<file path="src/rtl/brd_irq_pkg.sv">
// Package: register offsets and fixed identification values shared by the
// interrupt aggregator modules. Assumes an 8-bit byte-offset register space.
package brd_irq_pkg;
    localparam int unsigned OFF_W = 8;
    localparam int unsigned ID_W  = 16;

    localparam logic [OFF_W-1:0] OFF_STATUS = 8'h10;
    localparam logic [OFF_W-1:0] OFF_CLEAR  = 8'h20;
    localparam logic [OFF_W-1:0] OFF_MASK   = 8'h38;
    localparam logic [OFF_W-1:0] OFF_ID_A   = 8'h40;
    localparam logic [OFF_W-1:0] OFF_ID_B   = 8'h48;
    localparam logic [OFF_W-1:0] OFF_VER    = 8'h50;
    localparam logic [OFF_W-1:0] OFF_ID_C   = 8'h58;

    localparam logic [ID_W-1:0] ID_A_VAL = 16'hAAAA;
    localparam logic [ID_W-1:0] ID_B_VAL = 16'h5555;
    localparam logic [ID_W-1:0] ID_C_VAL = 16'hCAFE;
endpackage

</file>
<file path="src/rtl/brd_irq_sync.sv">
// Two-flop synchroniser for a vector of independent asynchronous lines.
// Assumes each line is an unrelated level. No bus coherency is implied.
module brd_irq_sync #(
    parameter int unsigned WIDTH = 16
) (
    input  logic             clk,
    input  logic             rst_n,
    input  logic [WIDTH-1:0] d_async,
    output logic [WIDTH-1:0] q_sync
);
    logic [WIDTH-1:0] meta_q;
    logic [WIDTH-1:0] sync_q;

    // Two-stage capture of the raw lines.
    always_ff @(posedge clk) begin
        if (!rst_n) begin
            meta_q <= '0;
            sync_q <= '0;
        end else begin
            meta_q <= d_async;
            sync_q <= meta_q;
        end
    end

    assign q_sync = sync_q;
endmodule

</file>
<file path="src/rtl/brd_irq_status.sv">
// Sticky status bits: one latch per source, set by the synchronised event
// and forced low while its clear bit is held. Clear wins over set.
module brd_irq_status #(
    parameter int unsigned NSRC = 16
) (
    input  logic            clk,
    input  logic            rst_n,
    input  logic [NSRC-1:0] evt,
    input  logic [NSRC-1:0] clr,
    output logic [NSRC-1:0] status
);
    logic [NSRC-1:0] status_q;

    for (genvar i = 0; i < NSRC; i++) begin : g_bit
        // Per-bit latch: the clear has priority, otherwise accumulate the event.
        always_ff @(posedge clk) begin
            if (!rst_n)      status_q[i] <= 1'b0;
            else if (clr[i]) status_q[i] <= 1'b0;
            else if (evt[i]) status_q[i] <= 1'b1;
        end
    end

    assign status = status_q;

    AST_CLEAR_WINS: assert property (@(posedge clk) disable iff (!rst_n)
        1'b1 |=> ((status_q & $past(clr)) == '0));
    AST_EVENT_LATCHES: assert property (@(posedge clk) disable iff (!rst_n)
        (clr == '0) |=> ((status_q & $past(evt)) == $past(evt)));
    AST_STICKY: assert property (@(posedge clk) disable iff (!rst_n)
        (clr == '0) |=> ((status_q & $past(status_q)) == $past(status_q)));
endmodule

</file>
<file path="src/rtl/brd_irq_regs.sv">
// Register file and read multiplexer: the writable mask and clear registers,
// the fixed identification words, and the version word. Assumes that write
// strobes are synchronous to clk. Unmapped reads return zero.
module brd_irq_regs
    import brd_irq_pkg::*;
#(
    parameter int unsigned ADDR_W  = 8,
    parameter int unsigned REG_W   = 16,
    parameter int unsigned NSRC    = 16,
    parameter logic [15:0] VERSION = 16'h0102
) (
    input  logic              clk,
    input  logic              rst_n,
    input  logic [ADDR_W-1:0] addr,
    input  logic              we,
    input  logic [REG_W-1:0]  wdata,
    input  logic [NSRC-1:0]   status,
    output logic [REG_W-1:0]  rdata,
    output logic [REG_W-1:0]  mask_q,
    output logic [REG_W-1:0]  clr_q
);
    localparam logic [REG_W-1:0] MASK_RST = '1;

    logic hit_mask;
    logic hit_clr;
    logic [REG_W-1:0] status_w;

    assign hit_mask = (addr == ADDR_W'(OFF_MASK));
    assign hit_clr  = (addr == ADDR_W'(OFF_CLEAR));
    assign status_w = REG_W'(status);

    // Capture writes to the two writable registers.
    always_ff @(posedge clk) begin
        if (!rst_n) begin
            mask_q <= MASK_RST;
            clr_q  <= '0;
        end else if (we) begin
            if (hit_mask) mask_q <= wdata;
            if (hit_clr)  clr_q  <= wdata;
        end
    end

    // Select read data by offset.
    always_comb begin
        rdata = '0;
        if      (addr == ADDR_W'(OFF_STATUS)) rdata = status_w;
        else if (hit_clr)                     rdata = clr_q;
        else if (hit_mask)                    rdata = mask_q;
        else if (addr == ADDR_W'(OFF_ID_A))   rdata = REG_W'(ID_A_VAL);
        else if (addr == ADDR_W'(OFF_ID_B))   rdata = REG_W'(ID_B_VAL);
        else if (addr == ADDR_W'(OFF_VER))    rdata = REG_W'(VERSION);
        else if (addr == ADDR_W'(OFF_ID_C))   rdata = REG_W'(ID_C_VAL);
    end

    AST_MASK_ONLY_BY_WRITE: assert property (@(posedge clk) disable iff (!rst_n)
        !(we && hit_mask) |=> $stable(mask_q));
    AST_CLR_ONLY_BY_WRITE: assert property (@(posedge clk) disable iff (!rst_n)
        !(we && hit_clr) |=> $stable(clr_q));
endmodule

</file>
<file path="src/rtl/brd_irq_agg.sv">
// Top of the board interrupt aggregator. It synchronises the sources,
// latches them into status, and drives the active-low interrupt from the
// unmasked status. Assumes 1 <= NSRC <= REG_W.
module brd_irq_agg #(
    parameter int unsigned ADDR_W  = 8,
    parameter int unsigned REG_W   = 16,
    parameter int unsigned NSRC    = 16,
    parameter logic [15:0] VERSION = 16'h0102
) (
    input  logic              clk,
    input  logic              rst_n,
    input  logic [ADDR_W-1:0] bus_addr,
    input  logic              bus_we,
    input  logic [REG_W-1:0]  bus_wdata,
    output logic [REG_W-1:0]  bus_rdata,
    input  logic [NSRC-1:0]   src_in,
    output logic              irq_n
);
    logic [NSRC-1:0]  src_sync;
    logic [NSRC-1:0]  status;
    logic [REG_W-1:0] mask_q;
    logic [REG_W-1:0] clr_q;
    logic [NSRC-1:0]  pending;

    brd_irq_sync #(.WIDTH(NSRC)) u_sync (
        .clk(clk), .rst_n(rst_n), .d_async(src_in), .q_sync(src_sync)
    );

    brd_irq_status #(.NSRC(NSRC)) u_status (
        .clk(clk), .rst_n(rst_n), .evt(src_sync),
        .clr(clr_q[NSRC-1:0]), .status(status)
    );

    brd_irq_regs #(
        .ADDR_W(ADDR_W), .REG_W(REG_W), .NSRC(NSRC), .VERSION(VERSION)
    ) u_regs (
        .clk(clk), .rst_n(rst_n), .addr(bus_addr), .we(bus_we),
        .wdata(bus_wdata), .status(status), .rdata(bus_rdata),
        .mask_q(mask_q), .clr_q(clr_q)
    );

    // Level interrupt: low while any unmasked status bit is set.
    always_comb begin
        pending = status & ~mask_q[NSRC-1:0];
        irq_n   = ~(|pending);
    end

    AST_IRQ_HOLDS: assert property (@(posedge clk) disable iff (!rst_n)
        (!irq_n && !(bus_we && (bus_addr == ADDR_W'(8'h38) || bus_addr == ADDR_W'(8'h20)))
         && clr_q == '0) |=> !irq_n);
    AST_IRQ_NEEDS_STATUS: assert property (@(posedge clk) disable iff (!rst_n)
        !irq_n |-> (status != '0));
endmodule

</file>
<file path="config.mk">
export PLATFORM = sky130hd
export DESIGN_NAME = brd_irq_agg
export DESIGN_NICKNAME = d
export VERILOG_FILES = /design/src/rtl/brd_irq_pkg.sv /design/src/rtl/brd_irq_sync.sv /design/src/rtl/brd_irq_status.sv /design/src/rtl/brd_irq_regs.sv /design/src/rtl/brd_irq_agg.sv
export SDC_FILE = /design/constraint.sdc
export NUM_CORES = 1
export LEC_CHECK = 0
export ABC_AREA = 1
export ABC_CLOCK_PERIOD_IN_PS = 1200
export BUFFER_PORTS_ARGS = -buffer_cell sky130_fd_sc_hd__clkbuf_2
export CORE_AREA = 2 2 94 96
export DETAILED_ROUTE_END_ITERATION = 8
export DIE_AREA = 0 0 96 98
export GPL_TIMING_DRIVEN = 0
export SETUP_SLACK_MARGIN = 0.15
export SLEW_MARGIN = 20
export SYNTH_ARGS = -nofsm -noshare
export SYNTH_HDL_FRONTEND = slang
export SYNTH_SLANG_ARGS = --single-unit
</file>
<file path="constraint.sdc">
create_clock -name clk -period 1.2 [get_ports clk]
set_clock_uncertainty 0.05 [all_clocks]
set_input_delay 0.06 -clock clk [delete_from_list [all_inputs] [get_ports clk]]
set_output_delay 0.06 -clock clk [all_outputs]
set_load 0.005 [all_outputs]
</file>
==> results.md <==
- Status: finished with violations
- Failing checks: negative setup slack
- Routing usage on met2: 34.7%
- Gr busiest metal: met2
- Met1 Usage GRT: 26.5%
- Final wirelength: around 10000 um
- Crit-path max FO: 3
- Worst-margin pin slew: between 0.7 and 0.8 ns
- CP most frequent cell: nor2_1
- Crit end category: output pin
- Crit-path cells: inv_2 > o22ai_2 > nor2_1 > nand4_1 > nor2_1 > buf_2
- Sink Count: 80
- CP max stage delay: approximately 0.34 ns
- Most frequent cells in the layout: nand2_1 (78), dfxtp_1 (62), nor2_1 (48)
- Crit path time final: about 1.5 ns
- Boundary Pins: 60
- Placeable Area: between 0.008 and 0.009 mm^2
- Post-DP HPWL: about 6000 um
- Unrepaired setup endpoints after global routing: true
- Count of final setup violators: 7
- Max-slew headroom: between 50% and 60%
- Row count: 34
- Average size of a mapped cell: about 7.5 um^2
- Fin crit share: 123%
- CP Launch Type: register
- Area leader, netlist: dfxtp_1
- Antenna violations before repair: 0
- Top cell family by delay on the critical path: simple AND/OR/NAND/NOR gates
- Synth top area share: 50.1%
- Via density: 4.78
- CTS tree: done
- Layout area overhead: 57.3%
- Leak: between 2 and 2.5 nW
- Vias in the first global route: 3057
- Clock buffer count from CTS: 9
- Die area: 0.00941 mm^2
- Met3 Use GR: under 10%
- Register area share after synthesis: between 50% and 60%
- Cells after synthesis: roughly 430
- Antenna Violating Nets Remaining: 0
- DRC: 0
- Setup ws final: -0.282 ns
- Netlist Area Pre-Place: about 0.0032 mm^2
- Worst skew pair latency: 0.36 ns
- Pwr Total: 5.35 mW
- Die Wd: roughly 96 um
- Yosys warns: 0
- Max Cap Viol: 0
- Fin. max-slew vios: 0
- Die H: 98 um
- End-of-flow core utilization: 59.4%
- Vias: between 3000 and 4000
- CTS Buffer Depth: 2
- DR WL/cell: between 10 and 15 um
- Max IR drop VDD: approximately 670 uV
- N_diodes: 0
- Gr ovfl total: 0
- Iter 0 DRT Violations: between 150 and 200
- Worst path required time: approximately 1.1 ns
- Worst hold path class: input port to register
- PwrDens: 1060 mW/mm^2
- Post-Syn Nets: about 470
- Root buffer cell: clkbuf_8
- Final nets: between 600 and 700
- Critical-path top delay cell: dfxtp_2
- Routability cong.: about 0.87
- Synth cell types: 25
- Initial core utilization: a little under two fifths
- Layout filler cell count: 750
- H-tree Lvls: 3
- Top post-synthesis cells by area: dfxtp_1 (50%), nand2_1 (13%), inv_1 (7.3%)
- Commonest non-fill, non-tap cell in the layout: nand2_1
- Fmax: a little under 700 MHz
- Reg clk slew, reported paths: approximately 0.08 ns
- 1st-pass router iterations: 4
- GRT Overall Usage: 21.1%
- Synth Register Bits: 80
- Global-route wire length before repair: 14800 um
- Critical setup path kind: register to output pin
- Crit path DAT: 1.37 ns
- Final hold violations: 0
- Worst path bufs/invs: 2
- PortBufs: between 50 and 60
- Largest net degree at the start of global routing: 14
- Share of cells above drive strength 1: between 40% and 50%
==> final timing paths <==
check	startpoint	slack, ns	depth (start not counted)	end
max	u_status.status[10]$_SDFFE_PP0P_	-0.28	6	irq_n
min	bus_we	0.15	4	u_regs.clr_q[14]$_SDFFE_PN0P_
max reg2reg	u_status.status[9]$_SDFFE_PP0P_	0.43	3	u_status.status[9]$_SDFFE_PP0P_
min reg2reg	u_sync.meta_q[4]$_SDFF_PN0_	0.36	2	u_sync.q_sync[4]$_SDFF_PN0_
==> worst min-delay path: cells and delay by family <==
| family | cells | cell delay (ns) |
|---|---|---|
| AND/OR/NAND/NOR | 2 | 0.22 |
| AO/OA/AOI/OAI | 1 | 0.05 |
| buffers and inverters | 1 | 0.20 |
==> flip-flops by register name, indices dropped and copies added (netlist names) <==
| name | cells |
|---|---|
| u_status.status | 16 |
| u_regs.clr_q | 16 |
| u_sync.q_sync | 16 |
| u_sync.meta_q | 16 |
| u_regs.mask_q | 16 |
==> through the flow <==
stage / hold slack [ns] / std cells / setup slack, ns / setup TNS [ns] / instance area [um^2]
after floorplan: 0.108 / 429 / 0.191 / 0 / 3200
after global placement: 0.192 / 595 / -0.355 / -5.26 / 3620
after detailed placement: 0.195 / 595 / -0.371 / -6.26 / 3620
after CTS: 0.130 / 660 / -0.285 / -0.422 / 4690
after global routing: 0.149 / 673 / -0.320 / -0.971 / 5030
final: 0.155 / 673 / -0.282 / -0.342 / 5030
==> synthesized netlist by cell type <==
master and number:
nand2_1 112, dfxtp_1 80, inv_1 62, nor2_1 58, nand3_1 17, nor3_1 17, o21ai_1 14, nand4_1 11
clkbuf_1 9, o21ai_0 9, a21oi_1 7, buf_6 5, o2111ai_1 5, o22ai_1 5, nand2_4 3, nor2_4 3
buf_2 2, nor2_2 2, nor2_8 2, and2_1 1, buf_4 1, clkinv_4 1, inv_2 1, nand2_2 1
nand3_2 1
==> logic make-up (layout without fill, tap and decap cells) <==
| group | after synthesis | after routing | share of synthesized area, % |
|---|---|---|---|
| and+or+nand+nor | 228 | 229 | 31.9 |
| DFF | 80 | 80 | 50.1 |
| AOI/OAI and AO/OA | 40 | 40 | 7.04 |
| buffers and inverters | 81 | 216 | 11.0 |
==> cell type report <==
class	count	area (um^2)	area share, %
Sequential cell	80	1620	32.3
Multi-Input combinational cell	269	1620	32.2
Timing Repair Buffer	119	1020	20.3
Inverter	64	275	5.47
Clock buffer	12	155	3.08
Buffer	17	149	2.96
Tap cell	108	135	2.69
Clock inverter	4	52.6	1.04
==> power breakdown <==
group          switching [mW]  internal [mW]
Clock                   0.984           1.08
Sequential             0.0425           2.74
Combinational           0.263          0.249
==> layer usage <==
metal | part of all wire, % | up-vias
met2 | 50 | 109
li1 | - | 1601
met1 | 40 | 1480
met5 | 0 | -
met3 | 7.3 | 24
met4 | 2.6 | 0
==> what timing repair did <==
item / in CTS / in global routing
hold buffers: 32 / 0
setup buffers: 14 / 10
pin swaps: 51 / 53
endpoints found under the setup margin: 17 / 36
resized for setup: 120 / 82
cloned: 3 / 3
hold endpoints to repair: 48 / 0
Note: power is estimated with default switching activity, not from simulation.
